--- config.mk ---
export PLATFORM = sky130hd
export DESIGN_NAME = pwm_sync_gen
export DESIGN_NICKNAME = d
export VERILOG_FILES = /design/src/rtl/pwm_sync_pkg.sv /design/src/rtl/pwm_tick_gen.sv /design/src/rtl/pwm_sync_in.sv /design/src/rtl/pwm_period_track.sv /design/src/rtl/pwm_cycle_core.sv /design/src/rtl/pwm_sync_gen.sv
export SDC_FILE = /design/constraint.sdc
export NUM_CORES = 1
export LEC_CHECK = 0
export BUFFER_PORTS_ARGS = -buffer_cell sky130_fd_sc_hd__buf_2
export CELL_PAD_IN_SITES_DETAIL_PLACEMENT = 0
export CELL_PAD_IN_SITES_GLOBAL_PLACEMENT = 1
export CORE_MARGIN = 2
export CORE_UTILIZATION = 30
export DETAILED_ROUTE_END_ITERATION = 10
export GPL_ROUTABILITY_DRIVEN = 0
export HOLD_SLACK_MARGIN = 0.02
export PLACE_DENSITY_LB_ADDON = 0.1
export SLEW_MARGIN = 20
export SYNTH_ARGS = -nofsm -noshare
export SYNTH_HDL_FRONTEND = slang
export SYNTH_HIERARCHICAL = 1
export SYNTH_SLANG_ARGS = --single-unit
--- constraint.sdc ---
create_clock -name clk -period 6.66 [get_ports clk]
set_input_delay 1.332 -clock clk [delete_from_list [all_inputs] [get_ports clk]]
set_output_delay 1.332 -clock clk [all_outputs]
set_load 0.005 [all_outputs]
--- src/rtl/pwm_sync_pkg.sv ---
package pwm_sync_pkg;

  // tracking-loop state of the follower role (also used to hold master lock)
  typedef enum logic [1:0] {
    TRK_IDLE   = 2'd0,
    TRK_ARMED  = 2'd1,
    TRK_ACQ    = 2'd2,
    TRK_LOCKED = 2'd3
  } trk_state_t;

endpackage

--- src/rtl/pwm_tick_gen.sv ---
module pwm_tick_gen #(
  parameter int TICK_DIV = 3704
) (
  input  logic clk,
  input  logic rst,
  output logic tick
);
  localparam int DIV_W = (TICK_DIV > 2) ? $clog2(TICK_DIV) : 1;
  localparam logic [DIV_W-1:0] DIV_LAST = DIV_W'(TICK_DIV - 1);

  logic [DIV_W-1:0] div_q;

  always_ff @(posedge clk) begin
    if (rst) begin
      div_q <= '0;
      tick  <= 1'b0;
    end else begin
      div_q <= (div_q == DIV_LAST) ? '0 : div_q + 1'b1;
      tick  <= (div_q == DIV_LAST);
    end
  end
endmodule

--- src/rtl/pwm_sync_in.sv ---
module pwm_sync_in #(
  parameter int STAGES = 2
) (
  input  logic clk,
  input  logic rst,
  input  logic din,
  output logic dout
);
  logic [STAGES-1:0] chain_q;

  genvar g;
  generate
    for (g = 0; g < STAGES; g++) begin : g_stage
      if (g == 0) begin : g_first
        always_ff @(posedge clk) begin
          if (rst) chain_q[0] <= 1'b0;
          else     chain_q[0] <= din;
        end
      end else begin : g_next
        always_ff @(posedge clk) begin
          if (rst) chain_q[g] <= 1'b0;
          else     chain_q[g] <= chain_q[g-1];
        end
      end
    end
  endgenerate

  assign dout = chain_q[STAGES-1];
endmodule

--- src/rtl/pwm_period_track.sv ---
module pwm_period_track
  import pwm_sync_pkg::*;
#(
  parameter int PER_W     = 18,
  parameter int LOCK_N    = 4,
  parameter int UNLOCK_N  = 2,
  parameter int TOL_SHIFT = 10
) (
  input  logic             clk,
  input  logic             rst,
  input  logic             master,
  input  logic             tick,
  input  logic             sync_lvl,
  input  logic             mstart,
  output logic             slave_start,
  output logic [PER_W-1:0] est,
  output logic             locked
);
  localparam int CNT_W = $clog2(LOCK_N + UNLOCK_N + 1);
  localparam logic [CNT_W-1:0] GOOD_LAST = CNT_W'(LOCK_N - 1);
  localparam logic [CNT_W-1:0] BAD_LAST  = CNT_W'(UNLOCK_N - 1);

  trk_state_t       st_q;
  logic             mode_q;
  logic             lvl_q;
  logic [PER_W-1:0] tcnt_q;
  logic [CNT_W-1:0] good_q, bad_q;

  logic             edge_det;
  logic [PER_W:0]   meas_w;
  logic [PER_W-1:0] meas, diff, tol;
  logic             in_tol;

  assign edge_det    = sync_lvl & ~lvl_q;
  assign slave_start = edge_det & ~master & (mode_q == master);

  // ticks in the window (previous edge, this edge]
  assign meas_w = {1'b0, tcnt_q} + {{PER_W{1'b0}}, tick};
  assign meas   = meas_w[PER_W] ? '1 : meas_w[PER_W-1:0];
  assign diff   = (meas >= est) ? (meas - est) : (est - meas);
  assign tol    = est >> TOL_SHIFT;
  assign in_tol = (diff <= tol);

  always_ff @(posedge clk) begin
    if (rst) begin
      st_q   <= TRK_IDLE;
      mode_q <= 1'b0;
      lvl_q  <= 1'b0;
      tcnt_q <= '0;
      est    <= '0;
      good_q <= '0;
      bad_q  <= '0;
    end else begin
      mode_q <= master;
      lvl_q  <= sync_lvl;
      if (master != mode_q) begin
        st_q   <= TRK_IDLE;
        tcnt_q <= '0;
        good_q <= '0;
        bad_q  <= '0;
      end else if (master) begin
        if (mstart) st_q <= TRK_LOCKED;
      end else if (edge_det) begin
        tcnt_q <= '0;
        unique case (st_q)
          TRK_IDLE:  st_q <= TRK_ARMED;
          TRK_ARMED: begin
            est    <= meas;
            good_q <= '0;
            st_q   <= TRK_ACQ;
          end
          TRK_ACQ: begin
            est <= meas;
            if (!in_tol) begin
              good_q <= '0;
            end else if (good_q == GOOD_LAST) begin
              good_q <= '0;
              bad_q  <= '0;
              st_q   <= TRK_LOCKED;
            end else begin
              good_q <= good_q + 1'b1;
            end
          end
          TRK_LOCKED: begin
            if (in_tol) begin
              est   <= meas;
              bad_q <= '0;
            end else if (bad_q == BAD_LAST) begin
              est    <= meas;
              bad_q  <= '0;
              good_q <= '0;
              st_q   <= TRK_ACQ;
            end else begin
              bad_q <= bad_q + 1'b1;
            end
          end
          default: st_q <= TRK_IDLE;
        endcase
      end else if (tick && (tcnt_q != '1)) begin
        tcnt_q <= tcnt_q + 1'b1;
      end
    end
  end

  assign locked = (st_q == TRK_LOCKED);
endmodule

--- src/rtl/pwm_cycle_core.sv ---
module pwm_cycle_core #(
  parameter int              PER_W    = 18,
  parameter logic [PER_W-1:0] DEF_PER  = PER_W'(250),
  parameter logic [PER_W-1:0] DEF_DUTY = '0
) (
  input  logic             clk,
  input  logic             rst,
  input  logic             master,
  input  logic             tick,
  input  logic             slave_start,
  input  logic [PER_W-1:0] slave_per,
  input  logic             per_wr,
  input  logic [PER_W-1:0] per_data,
  input  logic             duty_wr,
  input  logic [PER_W-1:0] duty_data,
  input  logic             ext_lvl,
  input  logic             locked,
  output logic             mstart,
  output logic             pwm_out,
  output logic             sync_out,
  output logic             sync_oe
);
  localparam logic [PER_W-1:0] MIN_PER = PER_W'(2);

  logic [PER_W-1:0] per_sh, duty_sh;
  logic [PER_W-1:0] per_act, duty_act, cnt_q;
  logic [PER_W-1:0] per_next;
  logic             start;
  logic             pulse;

  function automatic logic [PER_W-1:0] clamp_per(input logic [PER_W-1:0] p);
    return (p < MIN_PER) ? MIN_PER : p;
  endfunction

  // shadow registers, written at any time
  always_ff @(posedge clk) begin
    if (rst) begin
      per_sh  <= DEF_PER;
      duty_sh <= DEF_DUTY;
    end else begin
      if (per_wr)  per_sh  <= per_data;
      if (duty_wr) duty_sh <= duty_data;
    end
  end

  assign mstart   = master & tick & (cnt_q >= per_act - 1'b1);
  assign start    = mstart | slave_start;
  assign per_next = clamp_per(master ? per_sh : slave_per);

  // cycle counter; active values are latched only at a cycle start
  always_ff @(posedge clk) begin
    if (rst) begin
      cnt_q    <= '0;
      per_act  <= clamp_per(DEF_PER);
      duty_act <= DEF_DUTY;
    end else if (start) begin
      cnt_q    <= '0;
      per_act  <= per_next;
      duty_act <= duty_sh;
    end else if (tick && (cnt_q != '1)) begin
      cnt_q <= cnt_q + 1'b1;
    end
  end

  assign pulse = (duty_act >= per_act) | (cnt_q < duty_act);

  always_ff @(posedge clk) begin
    if (rst) begin
      pwm_out  <= 1'b0;
      sync_out <= 1'b0;
      sync_oe  <= 1'b0;
    end else begin
      pwm_out  <= locked & ext_lvl & pulse;
      sync_out <= master & (cnt_q < (per_act >> 1));
      sync_oe  <= master;
    end
  end
endmodule

--- src/rtl/pwm_sync_gen.sv ---
module pwm_sync_gen #(
  parameter int               PER_W     = 18,
  parameter int               TICK_DIV  = 3704,
  parameter int               SYNC_STG  = 2,
  parameter int               LOCK_N    = 4,
  parameter int               UNLOCK_N  = 2,
  parameter int               TOL_SHIFT = 10,
  parameter logic [PER_W-1:0] DEF_PER   = PER_W'(250),
  parameter logic [PER_W-1:0] DEF_DUTY  = '0
) (
  input  logic             clk,
  input  logic             rst,
  input  logic             master_mode,
  input  logic             per_wr,
  input  logic [PER_W-1:0] per_data,
  input  logic             duty_wr,
  input  logic [PER_W-1:0] duty_data,
  input  logic             ext_pwm,
  input  logic             sync_in,
  output logic             sync_out,
  output logic             sync_oe,
  output logic             pwm_out,
  output logic             locked
);
  logic             tick;
  logic             ext_lvl, sync_lvl;
  logic             mstart, slave_start;
  logic [PER_W-1:0] est;

  pwm_tick_gen #(.TICK_DIV(TICK_DIV)) u_tick (
    .clk(clk), .rst(rst), .tick(tick)
  );

  pwm_sync_in #(.STAGES(SYNC_STG)) u_ext_sync (
    .clk(clk), .rst(rst), .din(ext_pwm), .dout(ext_lvl)
  );

  pwm_sync_in #(.STAGES(SYNC_STG)) u_line_sync (
    .clk(clk), .rst(rst), .din(sync_in), .dout(sync_lvl)
  );

  pwm_period_track #(
    .PER_W(PER_W), .LOCK_N(LOCK_N), .UNLOCK_N(UNLOCK_N), .TOL_SHIFT(TOL_SHIFT)
  ) u_track (
    .clk(clk), .rst(rst), .master(master_mode), .tick(tick),
    .sync_lvl(sync_lvl), .mstart(mstart), .slave_start(slave_start),
    .est(est), .locked(locked)
  );

  pwm_cycle_core #(
    .PER_W(PER_W), .DEF_PER(DEF_PER), .DEF_DUTY(DEF_DUTY)
  ) u_core (
    .clk(clk), .rst(rst), .master(master_mode), .tick(tick),
    .slave_start(slave_start), .slave_per(est),
    .per_wr(per_wr), .per_data(per_data),
    .duty_wr(duty_wr), .duty_data(duty_data),
    .ext_lvl(ext_lvl), .locked(locked), .mstart(mstart),
    .pwm_out(pwm_out), .sync_out(sync_out), .sync_oe(sync_oe)
  );
endmodule

==> results.toml, run 1 <==
[pwr]
p_int_mw = 1.58
vdd_drop_max_v = 0.000149
p_total_mw = 2.13
power_density_nw_per_um2 = 164
p_comb_share_pct = 6.6
power.leakage_nw = 5.33
p_seq_share_pct = 45.5
clockPowerShare_pct = 47.9
switching_power_uw = 556
swShare_pct = 26.1

[critical_path]
cp_data_arrival_time_ns = 6.79
start_kind = "flop"
cp_max_fo = 15
end_kind = "flop"
cpMostUsedCell = "buf_4"
crit_buf_inv = 6
crit_required_ns = 7.02
slowest_stage = "a2111o_1"
crit_family = "compound AO/OA/AOI/OAI gates"
path_class = "flop to flop"
worst_path_largest_cell_delay_ns = 0.45

[synthesis]
synth-edff-count = 0
synth.area.mux_share_pct = 6.86
yosysTopAreaCellShare_pct = 28.0
syn_area_um2 = 11100
synth_area_leaders = "dfxtp_1 28%, ha_1 13%, mux2i_1 6.6%, nor2_1 5.3%, a21oi_1 3.3%"
synth-xor-area-share_pct = 5.26
syn_nets = 1491
synth_ff_type = "dfxtp_1"
synthSimpleGateAreaFrac_pct = 20.9
synth-compound-area-share_pct = 19.6
ys_warn_count = 6
ys_seq_area_share_pct = 28.0
syn_inst = 1326
ys_ff_latch = 156
ys_types = 86
synth.avg_cell_area_um2 = 8.41
synthAdderAreaFrac_pct = 13.8
synth_top_family_by_area = "simple AND/OR/NAND/NOR gates"
synthArstFlopShare_pct = 0
synth.largest_area_cell = "dfxtp_1"

[grt]
grt_pass1_wl_um = 54300
grt_max_degree = 52
grt_pass1_vias = 9232
grt_usage_pct = 18.2
overflow = 0
antenna_found_initial = 0

[sta]
hold_violations = 0
worst_slack_ns = 0.234
relSlewSlack_pct = 39.2
tightestPinTransition_ns = 0.889
skew_ns = 0.0132
max_freq_mhz = 156
drv_slew = 0
setup_viol = 0
fin_tns_setup_ns = 0
whs_ns = 0.436
fin_crit_sh_pct = 96.5
finalCriticalPeriod_ns = 6.43

[finish]
area_growth_pct = 16.3
finalInstanceArea_um2 = 13000
final_core_util_pct = 35.4
fin_cells = 1867
layout-drive-gt1-share_pct = 17.0
antenna_cells = 0
nNetsFinal = 1551

[place]
place_area_um2 = 12000
dp_worst_setup_slack_ns = -0.172
dp_cells = 1820
io_buffers = 46
post-dp-hpwl_um = 27500

[clock_network]
htree_levels = 4
cts.sinks = 156
cts-hold-fix-buffers = 0
tritoncts = "built"
cts_root_buffer = "clkbuf_16"
cts_max_path_buffers = 2
insertion_delay_ns = 0.44
numCtsBuffers = 17
path_clk_slew_ns = 0.07

[floorplan]
fp.dieH_um = 197
die_area_um2 = 38700
pin_count = 47
core-area_um2 = 36600
initial_core_util_pct = 30.5
die_w_um = 197
std_cell_rows = 70

[drt]
drc = 0
drt-total-wl_um = 35200
topRoutingLayerUsed = "met4"
viasPerCell = 5.21
wirelength_met1_um = 16500
routed-wl-met3_um = 747
vias = 9720
wl_per_cell_um = 18.9
drtAntennaViolNets = 0
wl_met2_um = 17400
drt_first_pass_iters = 4
drt_iter0_drc = 484

[run_status]
status = "complete, no violations"

[hold_path]
hp-class = "flop to flop"

[flow_run]
max-cap-violations = 0
==> Yosys cell counts (5+ instances only) <==
cell type / count
o21bai_1: 6
and3_1: 11
nand2b_1: 10
inv_1: 86
a311oi_2: 12
clkbuf_1: 23
mux2i_1: 73
nand3_1: 51
nor4_1: 18
buf_2: 12
buf_4: 10
xnor2_1: 40
and2_1: 10
ha_1: 120
nand2_1: 77
nor3_1: 26
o21ai_0: 50
o21ai_1: 5
buf_6: 5
a31oi_1: 12
o21a_1: 12
dfxtp_1: 156
nor2b_1: 12
nor3b_1: 5
nor2_1: 156
o211ai_1: 12
xor2_1: 27
nand4_1: 28
a211oi_1: 24
a2111oi_0: 6
a21oi_2: 13
o22ai_1: 5
and4_1: 10
a21o_1: 21
or3_1: 18
buf_1: 6
a21oi_1: 74
==> power groups by stage <==
| stage | Combinational, mW | Sequential [mW] | Clock [mW] |
|---|---|---|---|
| after floorplan | 0.0983 | 0.985 | 0 |
| after global placement | 0.141 | 0.993 | 0 |
| after detailed placement | 0.142 | 0.993 | 0 |
| after CTS | 0.143 | 0.971 | 1.06 |
| after global routing | 0.158 | 0.973 | 1.09 |
| final | 0.141 | 0.971 | 1.02 |
==> per-layer routing <==
metal	vias up	track usage (%)
met5	-	0
met2	123	31.7
met4	0	4.71
met1	4635	23.6
met3	29	2.52
li1	4933	-
==> cell usage in the layout, fill, tap and decap left out, types with 40 or more instances in the layout <==
cell,n
nand2_1,74
mux2i_1,72
buf_2,45
inv_1,86
dfxtp_1,144
ha_1,109
nor2_1,150
buf_4,45
xnor2_1,40
a21oi_1,68
o21ai_0,49
nand3_1,48
==> state kept, by name, indices dropped and copies added, names as in the netlist <==
register / count
u_core/cnt_q: 18
u_core/duty_act: 18
u_core/duty_sh: 18
u_core/per_act: 18
u_core/per_sh: 18
u_track/est: 18
u_track/tcnt_q: 18
u_tick/div_q: 12
u_track/bad_q: 3
u_track/good_q: 3
u_track/st_q: 2
u_core/pwm_out: 1
u_core/sync_oe: 1
u_core/sync_out: 1
u_ext_sync/chain_q: 1
u_ext_sync/dout: 1
u_line_sync/chain_q: 1
u_line_sync/dout: 1
u_tick/tick: 1
u_track/lvl_q: 1
u_track/mode_q: 1
==> final timing paths <==
check	startpoint	end	slack, ns	cells past startpoint
setup / recovery	u_track/tcnt_q[11]$_SDFFE_PP0P_	u_track/est[12]$_SDFFE_PP0P_	0.23	31
hold / removal	u_ext_sync/chain_q[0]$_SDFF_PP0_	u_ext_sync/dout$_SDFF_PP0_	0.44	1
setup reg to reg	u_track/tcnt_q[11]$_SDFFE_PP0P_	u_track/est[12]$_SDFFE_PP0P_	0.23	31
hold reg to reg	u_ext_sync/chain_q[0]$_SDFF_PP0_	u_ext_sync/dout$_SDFF_PP0_	0.44	1
==> cell families after synthesis <==
logic type      count (synthesis)
compound gates                303
xor+xnor                       67
fa+ha+maj                     122
buf+inv                       142
flops                         156
mux                            76
simple gates                  460
==> final cells by class <==
| type | count | area [um2] |
|---|---|---|
| Clock buffer | 17 | 425 |
| Clock inverter | 15 | 180 |
| Fill cell | 3889 | 23600 |
| Inverter | 86 | 323 |
| Multi-Input combinational cell | 1028 | 7640 |
| Sequential cell | 156 | 3140 |
| Tap cell | 468 | 586 |
| Timing Repair Buffer | 97 | 678 |
==> timing repair <==
item,CTS,global route
setup buffers,0,13
gates resized for setup,3,71
endpoints found under the hold margin,0,0
pin swaps,0,13
setup endpoints to repair,20,25
cloned,0,2
Power figures use the tool's default switching activity.
==> inputs of run 2 (changes only) <==
--- a/config.mk
+++ b/config.mk
@@ -15,3 +15,3 @@
 export HOLD_SLACK_MARGIN = 0.02
-export PLACE_DENSITY_LB_ADDON = 0.1
+export PLACE_DENSITY = 0.61
 export SLEW_MARGIN = 20
--- a/constraint.sdc
+++ b/constraint.sdc
@@ -3,2 +3,2 @@
 set_output_delay 1.332 -clock clk [all_outputs]
-set_load 0.005 [all_outputs]
+set_load 0.1 [all_outputs]
==> run 2 against run 1 <==
Effect of this change:
- cell area about the same
- sequential power hardly changed
- global-route usage shrank 0.72 points
- setup slack gained 0.024 ns
- utilization barely moved
- die area stayed put
- final cell count increased by 0.16%
- clock skew hardly changed
- first-iteration DRC count is 34% higher
- via count increased by 1.7%
- wire length fell by 3.9%
- largest cell class unchanged
==> results.toml, run 2 (synthesis results as in run 1) <==
[sta]
hold_violations = 0
relSlewSlack_pct = 42.9
drv_slew = 0
setup_viol = 0
fin_crit_sh_pct = 96.1
max_freq_mhz = 156
skew_ns = 0.0137
tightestPinTransition_ns = 0.848
finalCriticalPeriod_ns = 6.40
fin_tns_setup_ns = 0

[floorplan]
core-area_um2 = 36600
pin_count = 47
initial_core_util_pct = 30.5
die_w_um = 197
fp.dieH_um = 197
std_cell_rows = 70
die_area_um2 = 38700

[finish]
layout_common_cells = "150 x nor2_1, 148 x dfxtp_1, 106 x ha_1, 85 x inv_1"
fillers = 3867
area_growth_pct = 16.4
final_core_util_pct = 35.4
nNetsFinal = 1554
antenna_cells = 0
layout-drive-gt1-share_pct = 17.5
layout_commonest_cell = "nor2_1"

[clock_network]
path_clk_slew_ns = 0.07
insertion_delay_ns = 0.44
cts_root_buffer = "clkbuf_16"
htree_levels = 4
numCtsBuffers = 17
cts_max_path_buffers = 2
cts-hold-fix-buffers = 0
tritoncts = "built"
cts.sinks = 156

[drt]
wl_per_cell_um = 18.1
vias = 9887
drtAntennaViolNets = 0
viasPerCell = 5.29
drt_iter0_drc = 650
drt_first_pass_iters = 5
drc = 0
drt-total-wl_um = 33900

[grt]
grt_pass1_wl_um = 52800
grt_pass1_vias = 9413
overflow = 0
antenna_found_initial = 0
grt_usage_pct = 17.5
grt_max_degree = 53

[pwr]
power_density_nw_per_um2 = 160
power.leakage_nw = 5.36
vdd_drop_max_v = 0.000122
p_total_mw = 2.07

[critical_path]
start_kind = "flop"
slowest_stage = "a2111o_1"
cp_max_fo = 5
cp_data_arrival_time_ns = 6.77
worst_path_largest_cell_delay_ns = 0.42
path_class = "flop to flop"
end_kind = "flop"
crit_required_ns = 7.03

[place]
post-dp-hpwl_um = 26300
io_buffers = 46

[hold_path]
hp-class = "flop to flop"

[flow_run]
max-cap-violations = 0

[run_status]
status = "complete, no violations"
[run 2: cell types whose count changed in the layout (fill, tap and decap cells not counted), moves of 3 or more]
cell        delta
dfxtp_1        +4
dfxtp_2        -4
a21oi_2        +3
ha_2           +3
buf_4          +5
inv_6          +3
inv_8          -3
clkinv_2       +3
ha_1           -3
clkinvlp_4     -3
[run 2: worst paths after layout]
check	start	end	slack, ns	depth (start not counted)
setup / recovery	u_tick/tick$_SDFF_PP0_	u_track/est[12]$_SDFFE_PP0P_	0.26	29
hold / removal	u_line_sync/chain_q[0]$_SDFF_PP0_	u_line_sync/dout$_SDFF_PP0_	0.44	1
setup reg to reg	u_tick/tick$_SDFF_PP0_	u_track/est[12]$_SDFFE_PP0P_	0.26	29
hold reg to reg	u_line_sync/chain_q[0]$_SDFF_PP0_	u_line_sync/dout$_SDFF_PP0_	0.44	1
[run 2: routing by layer]
layer	wire [um]	global-route usage, %
met3	1290	2.26
met2	15700	28.5
met4	413	4.68
met1	16500	24.3
met5	0	0
[run 2: critical path: cells and delay by family, from the launching register on]
family	cells	cell delay (ns)
adder cells (fa/ha/maj)	5	1.25
AND/OR/NAND/NOR	5	0.62
multiplexers	1	0.34
buffers and inverters	3	0.47
XOR/XNOR	1	0.15
flip-flops	1	0.39
AO/OA/AOI/OAI	14	3.08
[run 2: stage by stage]
step                hold WS [ns]  area, um2  worst slack (ns)  instances
CTS                        0.445      12500            0.0517       1854
global route               0.467      13000            -0.110       1870
finish                     0.444      13000             0.259       1870
global placement           0.428      12000             0.117       1822
floorplan                  0.402      11100             0.382       1326
detailed placement         0.427      12000             0.112       1822
[run 2: area by class of cell]
cell class                 count  area, um2  area share, %
clock buffer                  19        453           3.49
clock inverter                13        105          0.810
inverter                      86        323           2.49
multi-input combinational   1028       7680           59.2
sequential                   156       3140           24.2
tap                          468        586           4.51
timing repair buffer         100        693           5.34
[run 2: what timing repair did]
action / CTS / global route
hold endpoints to repair: 0 / 0
endpoints found under the setup margin: 0 / 25
resized for setup: 0 / 82
setup buffers: 0 / 14
[run 2: where the power goes]
| group | leakage, nW | switching, mW | total, mW | internal (mW) |
|---|---|---|---|---|
| clock network | 0.275 | 0.450 | 0.957 | 0.506 |
| registers | 1.27 | 0.0189 | 0.972 | 0.953 |
| logic | 3.81 | 0.0886 | 0.146 | 0.0576 |
| total | 5.36 | 0.558 | 2.07 | 1.52 |
